`config.mk`:
```
export PLATFORM = sky130hd
export DESIGN_NAME = sftxTop
export DESIGN_NICKNAME = d
export VERILOG_FILES = /design/src/rtl/sftx_pkg.sv /design/src/rtl/sftx_ctrl.sv /design/src/rtl/sftx_datapath.sv /design/src/rtl/sftxTop.sv
export SDC_FILE = /design/constraint.sdc
export NUM_CORES = 1
export LEC_CHECK = 0
export BUFFER_PORTS_ARGS = -buffer_cell sky130_fd_sc_hd__buf_2
export CAP_MARGIN = 20
export CORE_UTILIZATION = 49
export DETAILED_ROUTE_END_ITERATION = 10
export PLACE_DENSITY = 0.84
export SYNTH_ARGS = -nofsm -noshare
export SYNTH_HDL_FRONTEND = slang
export SYNTH_SLANG_ARGS = --single-unit
```
`constraint.sdc`:
```
create_clock -name clk -period 1.5 [get_ports clk]
set_input_delay 0.3 -clock clk [delete_from_list [all_inputs] [get_ports clk]]
set_output_delay 0.3 -clock clk [all_outputs]
set_load 0.02 [all_outputs]
```
`src/rtl/sftx_pkg.sv`:
```
package sftx_pkg;

  typedef enum logic [2:0] {
    ST_IDLE,
    ST_LOW,
    ST_HIGH,
    ST_GAP,
    ST_TAIL,
    ST_DESEL
  } sftxState_e;

  // Strobes from control to datapath, applied at the next clock edge
  typedef struct packed {
    logic load;        // take a new word, drop frame select, clock low
    logic shift;       // advance to the next bit
    logic clkRise;     // drive serial clock high
    logic clkFall;     // drive serial clock low
    logic selRelease;  // raise frame select and pulse done
  } sftxStrobe_t;

endpackage

```
`src/rtl/sftx_ctrl.sv`:
```
module sftx_ctrl
  import sftx_pkg::*;
#(
  parameter int WORD_BITS = 16,
  parameter int BYTE_BITS = 8,
  parameter int HALF_CNT  = 3,
  parameter int GAP_CNT   = 4,
  parameter int DESEL_CNT = 5
) (
  input  logic        clk,
  input  logic        rstN,
  input  logic        inValid,
  output logic        inReady,
  output sftxStrobe_t strobe
);

  localparam int CNT_MAX0 = (HALF_CNT > GAP_CNT) ? HALF_CNT : GAP_CNT;
  localparam int CNT_MAX  = (CNT_MAX0 > DESEL_CNT) ? CNT_MAX0 : DESEL_CNT;
  localparam int CNT_W    = $clog2(CNT_MAX + 1);
  localparam int BIT_W    = $clog2(WORD_BITS);
  localparam logic [CNT_W-1:0] HALF_LOAD  = CNT_W'(HALF_CNT - 1);
  localparam logic [CNT_W-1:0] GAP_LOAD   = CNT_W'((GAP_CNT > 0) ? GAP_CNT - 1 : 0);
  localparam logic [CNT_W-1:0] DESEL_LOAD = CNT_W'(DESEL_CNT - 1);
  localparam logic [BIT_W-1:0] LAST_BIT   = BIT_W'(WORD_BITS - 1);
  localparam logic [BIT_W-1:0] SPLIT_BIT  = BIT_W'(BYTE_BITS - 1);
  localparam logic             HAS_GAP    = (GAP_CNT > 0);

  sftxState_e       state, nextState;
  logic [CNT_W-1:0] cnt, nextCnt;
  logic [BIT_W-1:0] bitIdx, nextBitIdx;
  logic             cntZero;

  assign cntZero = (cnt == '0);
  assign inReady = (state == ST_IDLE);

  always_comb begin
    nextState  = state;
    nextCnt    = cntZero ? cnt : cnt - 1'b1;
    nextBitIdx = bitIdx;
    strobe     = '0;
    unique case (state)
      ST_IDLE: begin
        if (inValid) begin
          strobe.load = 1'b1;
          nextState   = ST_LOW;
          nextCnt     = HALF_LOAD;
          nextBitIdx  = '0;
        end
      end
      ST_LOW: begin
        if (cntZero) begin
          strobe.clkRise = 1'b1;
          nextState      = ST_HIGH;
          nextCnt        = HALF_LOAD;
        end
      end
      ST_HIGH: begin
        if (cntZero) begin
          strobe.clkFall = 1'b1;
          if (bitIdx == LAST_BIT) begin
            nextState = ST_TAIL;
            nextCnt   = HALF_LOAD;
          end else begin
            strobe.shift = 1'b1;
            nextBitIdx   = bitIdx + 1'b1;
            if (HAS_GAP && bitIdx == SPLIT_BIT) begin
              nextState = ST_GAP;
              nextCnt   = GAP_LOAD;
            end else begin
              nextState = ST_LOW;
              nextCnt   = HALF_LOAD;
            end
          end
        end
      end
      ST_GAP: begin
        if (cntZero) begin
          nextState = ST_LOW;
          nextCnt   = HALF_LOAD;
        end
      end
      ST_TAIL: begin
        if (cntZero) begin
          strobe.selRelease = 1'b1;
          nextState         = ST_DESEL;
          nextCnt           = DESEL_LOAD;
        end
      end
      ST_DESEL: begin
        if (cntZero) nextState = ST_IDLE;
      end
      default: nextState = ST_IDLE;
    endcase
  end

  always_ff @(posedge clk) begin
    if (!rstN) begin
      state  <= ST_IDLE;
      cnt    <= '0;
      bitIdx <= '0;
    end else begin
      state  <= nextState;
      cnt    <= nextCnt;
      bitIdx <= nextBitIdx;
    end
  end

  AST_GAP_AT_BYTE_SPLIT: assert property (@(posedge clk) disable iff (!rstN)
    (state == ST_GAP) |-> (bitIdx == BIT_W'(BYTE_BITS)));

endmodule

```
`src/rtl/sftx_datapath.sv`:
```
module sftx_datapath
  import sftx_pkg::*;
#(
  parameter int WORD_BITS   = 16,
  parameter int BYTE_BITS   = 8,
  parameter bit BIT_REVERSE = 1'b0
) (
  input  logic                 clk,
  input  logic                 rstN,
  input  logic [WORD_BITS-1:0] inWord,
  input  sftxStrobe_t          strobe,
  output logic                 frameSelN,
  output logic                 serClk,
  output logic                 serData,
  output logic                 txDone
);

  localparam int NBYTES = WORD_BITS / BYTE_BITS;

  logic [WORD_BITS-1:0] loadWord;
  logic [WORD_BITS-1:0] shiftReg;

  for (genvar b = 0; b < NBYTES; b++) begin : g_byte
    for (genvar i = 0; i < BYTE_BITS; i++) begin : g_bit
      if (BIT_REVERSE) begin : g_rev
        assign loadWord[b*BYTE_BITS + i] = inWord[b*BYTE_BITS + BYTE_BITS - 1 - i];
      end else begin : g_keep
        assign loadWord[b*BYTE_BITS + i] = inWord[b*BYTE_BITS + i];
      end
    end
  end

  assign serData = shiftReg[WORD_BITS-1];

  always_ff @(posedge clk) begin
    if (!rstN) begin
      shiftReg  <= '0;
      frameSelN <= 1'b1;
      serClk    <= 1'b0;
      txDone    <= 1'b0;
    end else begin
      txDone <= strobe.selRelease;
      if (strobe.load) begin
        shiftReg  <= loadWord;
        frameSelN <= 1'b0;
        serClk    <= 1'b0;
      end else begin
        if (strobe.shift)      shiftReg  <= {shiftReg[WORD_BITS-2:0], 1'b0};
        if (strobe.clkRise)    serClk    <= 1'b1;
        if (strobe.clkFall)    serClk    <= 1'b0;
        if (strobe.selRelease) frameSelN <= 1'b1;
      end
    end
  end

  AST_DATA_STABLE_HIGH: assert property (@(posedge clk) disable iff (!rstN)
    (serClk && $past(serClk)) |-> $stable(serData));
  AST_CLK_IDLE_DESELECTED: assert property (@(posedge clk) disable iff (!rstN)
    frameSelN |-> !serClk);
  AST_DONE_AT_RELEASE: assert property (@(posedge clk) disable iff (!rstN)
    txDone |-> $rose(frameSelN));
  AST_DONE_SINGLE: assert property (@(posedge clk) disable iff (!rstN)
    txDone |=> !txDone);

endmodule

```
`src/rtl/sftxTop.sv`:
```
module sftxTop
  import sftx_pkg::*;
#(
  parameter int WORD_BITS     = 16,
  parameter int BYTE_BITS     = 8,
  parameter int HALF_CNT      = 3,
  parameter int GAP_CNT       = 4,
  parameter int DESEL_CNT     = 5,
  parameter bit BIT_REVERSE   = 1'b0,
  parameter int SYS_CLK_NS    = 8,
  parameter int MIN_HALF_NS   = 13,
  parameter int MIN_PERIOD_NS = 33,
  parameter int MIN_SETUP_NS  = 5,
  parameter int MIN_DESEL_NS  = 33
) (
  input  logic                 clk,
  input  logic                 rstN,
  input  logic                 inValid,
  input  logic [WORD_BITS-1:0] inWord,
  output logic                 inReady,
  output logic                 frameSelN,
  output logic                 serClk,
  output logic                 serData,
  output logic                 txDone
);

  localparam int HALF_NS  = HALF_CNT * SYS_CLK_NS;
  localparam int DESEL_NS = DESEL_CNT * SYS_CLK_NS;

  // timing limits enforced at elaboration
  if (HALF_CNT < 1 || DESEL_CNT < 1 || GAP_CNT < 0 ||
      HALF_NS < MIN_HALF_NS || 2 * HALF_NS < MIN_PERIOD_NS ||
      HALF_NS < MIN_SETUP_NS || DESEL_NS < MIN_DESEL_NS ||
      WORD_BITS != 2 * BYTE_BITS) begin : g_badTiming
    $error("sftxTop: parameters violate serial link timing limits");
  end

  sftxStrobe_t strobe;

  sftx_ctrl #(
    .WORD_BITS(WORD_BITS), .BYTE_BITS(BYTE_BITS),
    .HALF_CNT(HALF_CNT), .GAP_CNT(GAP_CNT), .DESEL_CNT(DESEL_CNT)
  ) i_ctrl (
    .clk(clk), .rstN(rstN), .inValid(inValid),
    .inReady(inReady), .strobe(strobe)
  );

  sftx_datapath #(
    .WORD_BITS(WORD_BITS), .BYTE_BITS(BYTE_BITS), .BIT_REVERSE(BIT_REVERSE)
  ) i_datapath (
    .clk(clk), .rstN(rstN), .inWord(inWord), .strobe(strobe),
    .frameSelN(frameSelN), .serClk(serClk), .serData(serData), .txDone(txDone)
  );

  AST_BUSY_WHILE_SELECTED: assert property (@(posedge clk) disable iff (!rstN)
    !frameSelN |-> !inReady);

endmodule

```
==> results.sh, run 1 <==
export IMPL_grt_max_degree=33
export IMPL_cp_max_fo=4
export IMPL_vias_per_cell=5.81
export IMPL_setup_ws_ps=12.4
export IMPL_drc=0
export IMPL_cp_slowest_cell="dfxtp_2"
export IMPL_ys_seq_area_share_pct=41.9
export IMPL_start_util_pct=53.9
export IMPL_clk_pin_slew_worst_paths_ps=100
export IMPL_cts_sinks=29
export IMPL_register_area_um2=586
export IMPL_slowest_delay_ps=340
export IMPL_cts_buffers_inserted=5
export IMPL_critPathRequiredTime_ps=1730
export IMPL_vdd_ir_drop_worst_mv=1.26
export IMPL_dieArea_um2=3040
export IMPL_core_area_um2=2570
export IMPL_die_w_um=55.2
export IMPL_hold_class="in -> reg"
export IMPL_netlist_area_leader_share_pct=41.9
export IMPL_rsz0062_at_grt="true"
export IMPL_cts_tree="done"
export IMPL_p_leak_nw=0.709
export IMPL_setup_viol=0
export IMPL_nFillCells=210
export IMPL_cts_root_buf="clkbuf_4"
export IMPL_num_vias=1371
export IMPL_synth_top_area_cell="dfxtp_1"
export IMPL_crit_type="reg -> reg"
export IMPL_grt_overflow_total=0
export IMPL_placedCellCount=224
export IMPL_synth_seq_cells=29
export IMPL_status="finished clean"
export IMPL_power_mw=2.99
export IMPL_clock_latency_ps=330
export IMPL_relSlewSlack_pct=78.4
export IMPL_ctsHoldBuffers=0
export IMPL_cts_path_max_buffers=2
export IMPL_multi_input_area_um2=767
export IMPL_end_kind="flop"
export IMPL_drive_gt1_share_pct=28.6
export IMPL_fin_crit_ps=1490
export IMPL_yosys_cell_types_count=36
export IMPL_pwr_density_cell_nw_per_um2=1700
export IMPL_final_cells=236
export IMPL_portBuffers=23
export IMPL_crit_buf_inv=2
export IMPL_pre_cts_ws_ps=-66.6
export IMPL_grt_usage_pct=24.8
export IMPL_nNetsFinal=227
export IMPL_first_global_vias=1201
export IMPL_dr_pass1_iters=4
export IMPL_syn_area_per_cell_um2=8.10
export IMPL_antenna_found_initial=0
export IMPL_arrival_ps=1720
export IMPL_finalHoldViolations=0
export IMPL_wire_per_inst_um=13.8
export IMPL_ant_nets=0
export IMPL_area_growth_pct=27.0
export IMPL_rows=18
export IMPL_worst_slew_pin_slew_ps=323
export IMPL_yosys_top_cells_area="dfxtp_1 (42%), nand2_1 (9.5%), o21ai_0 (7.6%)"
export IMPL_fmax_mhz=672
export IMPL_ios=24
export IMPL_yosysWarnings=0
export IMPL_syn_inst=171
export IMPL_slew_violations=0
export IMPL_die_h_um=55.2
export IMPL_diodes=0
export IMPL_grt_pass1_wl_mm=5.18
export IMPL_drt_total_wl_mm=3.26
export IMPL_critPathLaunchType="flop"
export IMPL_drt_iter0_markers=33
export IMPL_timing_final_crit_share_pct=99.2
export IMPL_syn_area_um2=1390
export IMPL_path_delay_family="simple AND/OR/NAND/NOR gates"
export IMPL_htreeDepth=2
export IMPL_fin_skew_ps=13.3
export IMPL_dp_hpwl_mm=2.21
export IMPL_path_cells="inv_2 > ha_4 > and4bb_4 > buf_4 > a41oi_1 > o21ai_1 > and2_1"
export IMPL_drv_cap=0
export IMPL_synth_nets=193
export IMPL_final_util_pct=68.5
export IMPL_routabilityCongestion=0.875
==> final timing paths <==
path / depth (start not counted) / endpoint / slack, ps / startpoint
setup / recovery: 7 / i_ctrl.state[2] / 10 / i_ctrl.cnt[0]
setup reg to reg: 7 / i_ctrl.state[2] / 10 / i_ctrl.cnt[0]
hold reg to reg: 2 / i_datapath.shiftReg[5] / 470 / i_datapath.shiftReg[4]
hold / removal: 3 / i_datapath.shiftReg[5] / 250 / inWord[5]
==> per-layer routing <==
metal	wire length [um]	track usage (%)
met5	0	0
met4	75	10.0
met3	201	8.47
met2	1640	42.6
met1	1340	28.0
==> layout make-up <==
cell class | instances | area share [%]
inverters | 2 | 0.427
flip-flops and latches | 29 | 33.3
clock inverters | 1 | 1.71
clock buffers | 7 | 3.13
multi-input cells | 129 | 43.6
well taps | 30 | 2.13
repair buffers | 38 | 15.7
==> power by group <==
| part | switching [mW] | internal, mW | total [mW] |
|---|---|---|---|
| logic | 0.639 | 0.576 | 1.22 |
| clock network | 0.276 | 0.398 | 0.674 |
| registers | 0.147 | 0.955 | 1.10 |
| total | 1.06 | 1.93 | 2.99 |
==> logic make-up (layout without fill, tap and decap cells) <==
| logic type | Yosys count | after routing | share of synthesized area [%] |
|---|---|---|---|
| AND/OR/NAND/NOR | 67 | 67 | 23.8 |
| adder cells (fa/ha/maj) | 4 | 4 | 3.43 |
| buffers and inverters | 13 | 48 | 4.97 |
| flip-flops | 29 | 29 | 41.9 |
| XOR/XNOR | 3 | 3 | 1.90 |
| AO/OA/AOI/OAI | 55 | 55 | 24.0 |
==> layout by cell type, fill, tap and decap left out, drive strengths merged, types with 2 or more instances in the layout <==
cell | netlist | layout
o21ai | 24 | 24
a21boi | 3 | 3
ha | 3 | 3
a21oi | 6 | 6
nand2b | 3 | 3
inv | 2 | 2
dfxtp | 29 | 29
xor2 | 2 | 2
a31oi | 16 | 16
nor2 | 6 | 6
clkbuf | 5 | 8
nor3 | 4 | 4
and3 | 2 | 2
nor2b | 3 | 3
and2 | 2 | 2
nand3 | 6 | 6
buf | 6 | 37
nand2 | 37 | 37
==> worst register-to-register path, stage by stage (launching register included) <==
cell and delay [ps]:
dfxtp_2 340, inv_2 50, ha_4 160, and4bb_4 210
buf_4 130, a41oi_1 200, o21ai_1 110, and2_1 170
==> repair_timing <==
item / in CTS / in global routing
pin swaps: 0 / 5
cloned: 0 / 1
resized for setup: 5 / 10
endpoints found under the setup margin: 20 / 21
setup buffers: 1 / 2
==> stage by stage <==
stage	hold WS [ps]	setup TNS (ps)	instance area (um2)
finish	250	0	1760
floorplan	430	0	1390
global route	241	-162	1760
global placement	457	0	1580
detailed placement	464	-610	1580
CTS	241	-52.9	1690
==> cell usage after synthesis <==
cell       n
buf_2      4
and4_1     1
o21a_1     1
a31oi_1   15
a211oi_1   1
nor2_1     6
nand2_1   35
clkbuf_1   5
o21ai_0   21
a311oi_1   1
nor2b_1    3
xnor2_1    1
a21oi_1    6
nor3_4     1
o211a_1    1
a31oi_2    1
nor3_1     3
maj3_1     1
nand3_1    6
dfxtp_1   29
nand3b_1   1
xor2_1     2
and4bb_4   1
ha_1       3
o2111a_1   1
inv_1      2
and3_1     2
nand2_2    2
and2_1     2
a41oi_1    1
nand2b_1   3
o21ai_1    3
nor4_1     1
a21boi_1   1
a21boi_0   2
buf_6      2
==> sequential cells by signal (all words and copies together) (netlist names) <==
register              count
i_datapath.serClk         1
i_datapath.frameSelN      1
i_datapath.shiftReg      16
i_ctrl.state              3
i_ctrl.bitIdx             4
i_ctrl.cnt                3
i_datapath.txDone         1
No activity file was read; power rests on OpenSTA's default activity.
==> inputs of run 2 (changes only) <==
Settings changed: CAP_MARGIN 20 to default, GPL_TIMING_DRIVEN from default to 0.
==> results.sh, run 2 (same netlist as run 1, synthesis figures left out) <==
export IMPL_relSlewSlack_pct=70.6
export IMPL_grt_max_degree=18
export IMPL_worst_slew_pin_slew_ps=441
export IMPL_dr_pass1_iters=4
export IMPL_stdcell_area_um2=1750
export IMPL_drv_cap=0
export IMPL_drc=0
export IMPL_path_delay_family="flip-flops"
export IMPL_status="finished clean"
export IMPL_cts_sinks=29
export IMPL_cp_max_fo=4
export IMPL_post_dp_cell_area_um2=1540
export IMPL_die_h_um=55.2
export IMPL_cp_startpoint="i_ctrl.state[1]"
export IMPL_setup_viol=0
export IMPL_drive_gt1_share_pct=29.5
export IMPL_slowest_delay_ps=340
export IMPL_critPathRequiredTime_ps=1200
export IMPL_grt_usage_pct=25.1
export IMPL_drt_total_wl_mm=3.49
export IMPL_crit_type="reg -> out"
export IMPL_reg_top3="i_datapath.shiftReg x16, i_ctrl.bitIdx x4"
export IMPL_antenna_found_initial=0
export IMPL_crit_path_frequent_cell="buf_6"
export IMPL_grt_overflow_total=0
export IMPL_nNetsFinal=231
export IMPL_portBuffers=23
export IMPL_whs_ps=242
export IMPL_cp_slowest_cell="dfxtp_2"
export IMPL_core_area_um2=2570
export IMPL_cts_buffers_inserted=5
export IMPL_pre_cts_ws_ps=-182
export IMPL_first_global_vias=1189
export IMPL_start_util_pct=53.9
export IMPL_finalHoldViolations=0
export IMPL_grt_pass1_wl_mm=5.20
export IMPL_end_kind="output port"
export IMPL_slew_violations=0
export IMPL_rows=18
export IMPL_pwr_density_cell_nw_per_um2=1650
export IMPL_clk_pin_slew_worst_paths_ps=100
export IMPL_rsz0062_at_grt="true"
export IMPL_regToRegSetupSlack_ps=30
export IMPL_htreeDepth=2
export IMPL_hold_start="rstN"
export IMPL_cts_path_max_buffers=2
export IMPL_ios=24
export IMPL_largest_register_ffs=16
export IMPL_hold_class="in -> reg"
export IMPL_drt_iter0_markers=60
export IMPL_crit_buf_inv=2
export IMPL_vdd_ir_drop_worst_mv=1.23
export IMPL_vias_per_cell=5.81
export IMPL_setup_ws_ps=9.83
export IMPL_diodes=0
export IMPL_arrival_ps=1190
export IMPL_layout_common_cells="nand2_1 (34), dfxtp_1 (26), buf_2 (22)"
export IMPL_clock_latency_ps=330
export IMPL_critPathLaunchType="flop"
export IMPL_tns_ps=0
export IMPL_dieArea_um2=3040
export IMPL_ctsHoldBuffers=0
export IMPL_wire_per_inst_um=14.5
export IMPL_p_leak_nw=0.705
export IMPL_routabilityCongestion=0.808
export IMPL_dp_hpwl_mm=2.21
export IMPL_cts_tree="done"
export IMPL_fin_crit_ps=1490
export IMPL_cts_root_buf="clkbuf_4"
export IMPL_r2r_start="i_ctrl.cnt[0]"
export IMPL_path_cells="buf_6 > nor3_4 > buf_6"
export IMPL_area_growth_pct=26.4
export IMPL_die_w_um=55.2
export IMPL_fin_skew_ps=13.6
export IMPL_fmax_mhz=671
export IMPL_timing_final_crit_share_pct=99.3
export IMPL_final_common_cell="nand2_1"
export IMPL_largest_register="i_datapath.shiftReg"
export IMPL_num_vias=1394
export IMPL_ant_nets=0
## run 2: cell types whose count changed in the layout (fill, tap and decap cells not counted), sizes merged
cell | previous run | this run
buf | 37 | 38
bufinv | 1 | 0
clkbuf | 8 | 11
clkinv | 0 | 1
## run 2: what timing repair did
item / in CTS / in global routing
hold endpoints to repair: 0 / 0
cloned: 1 / 0
endpoints found under the setup margin: 21 / 20
setup buffers: 7 / 3
pin swaps: 3 / 8
gates resized for setup: 16 / 18
## run 2: stage by stage
stage	total power [mW]	std cells	util [%]
after detailed placement	2.05	224	59.9
after CTS	2.75	238	65.8
after floorplan	1.80	171	-
after global routing	3.07	240	68.2
after global placement	1.99	224	59.9
final	2.89	240	68.2
## run 2: area by class of cell
class,instances,area (um2)
inverters,2,7.51
fillers,221,817
repair buffers,34,208
well taps,30,37.5
clock buffers,7,65.1
flip-flops and latches,29,584
plain buffers,8,52.6
multi-input cells,129,791
clock inverters,1,5.00
## run 2: path summary, 6_finish.rpt
| check | endpoint | cells after the start |
|---|---|---|
| max | inReady | 3 |
| min | i_ctrl.state[1] | 3 |
| max reg2reg | i_datapath.shiftReg[14] | 7 |
| min reg2reg | i_datapath.shiftReg[5] | 2 |
## run 2: worst reg2reg max path, delay by kind of cell, from the launching register on
| family | cells | cell delay (ps) |
|---|---|---|
| AND/OR/NAND/NOR | 3 | 540 |
| buffers and inverters | 2 | 220 |
| flip-flops | 1 | 340 |
| adder cells (fa/ha/maj) | 1 | 140 |
| AO/OA/AOI/OAI | 1 | 150 |
## run 2: metal layers
layer | track usage (%) | part of all wire [%]
met1 | 27.4 | 42
met2 | 43.6 | 51
met3 | 8.74 | 5.6
met4 | 11.3 | 1.1
met5 | 0 | 0
## run 2: power breakdown
part           leakage (nW)  internal [mW]  switching, mW
clock network        0.0413          0.271          0.278
registers             0.240          0.954          0.141
logic                 0.424          0.561          0.684
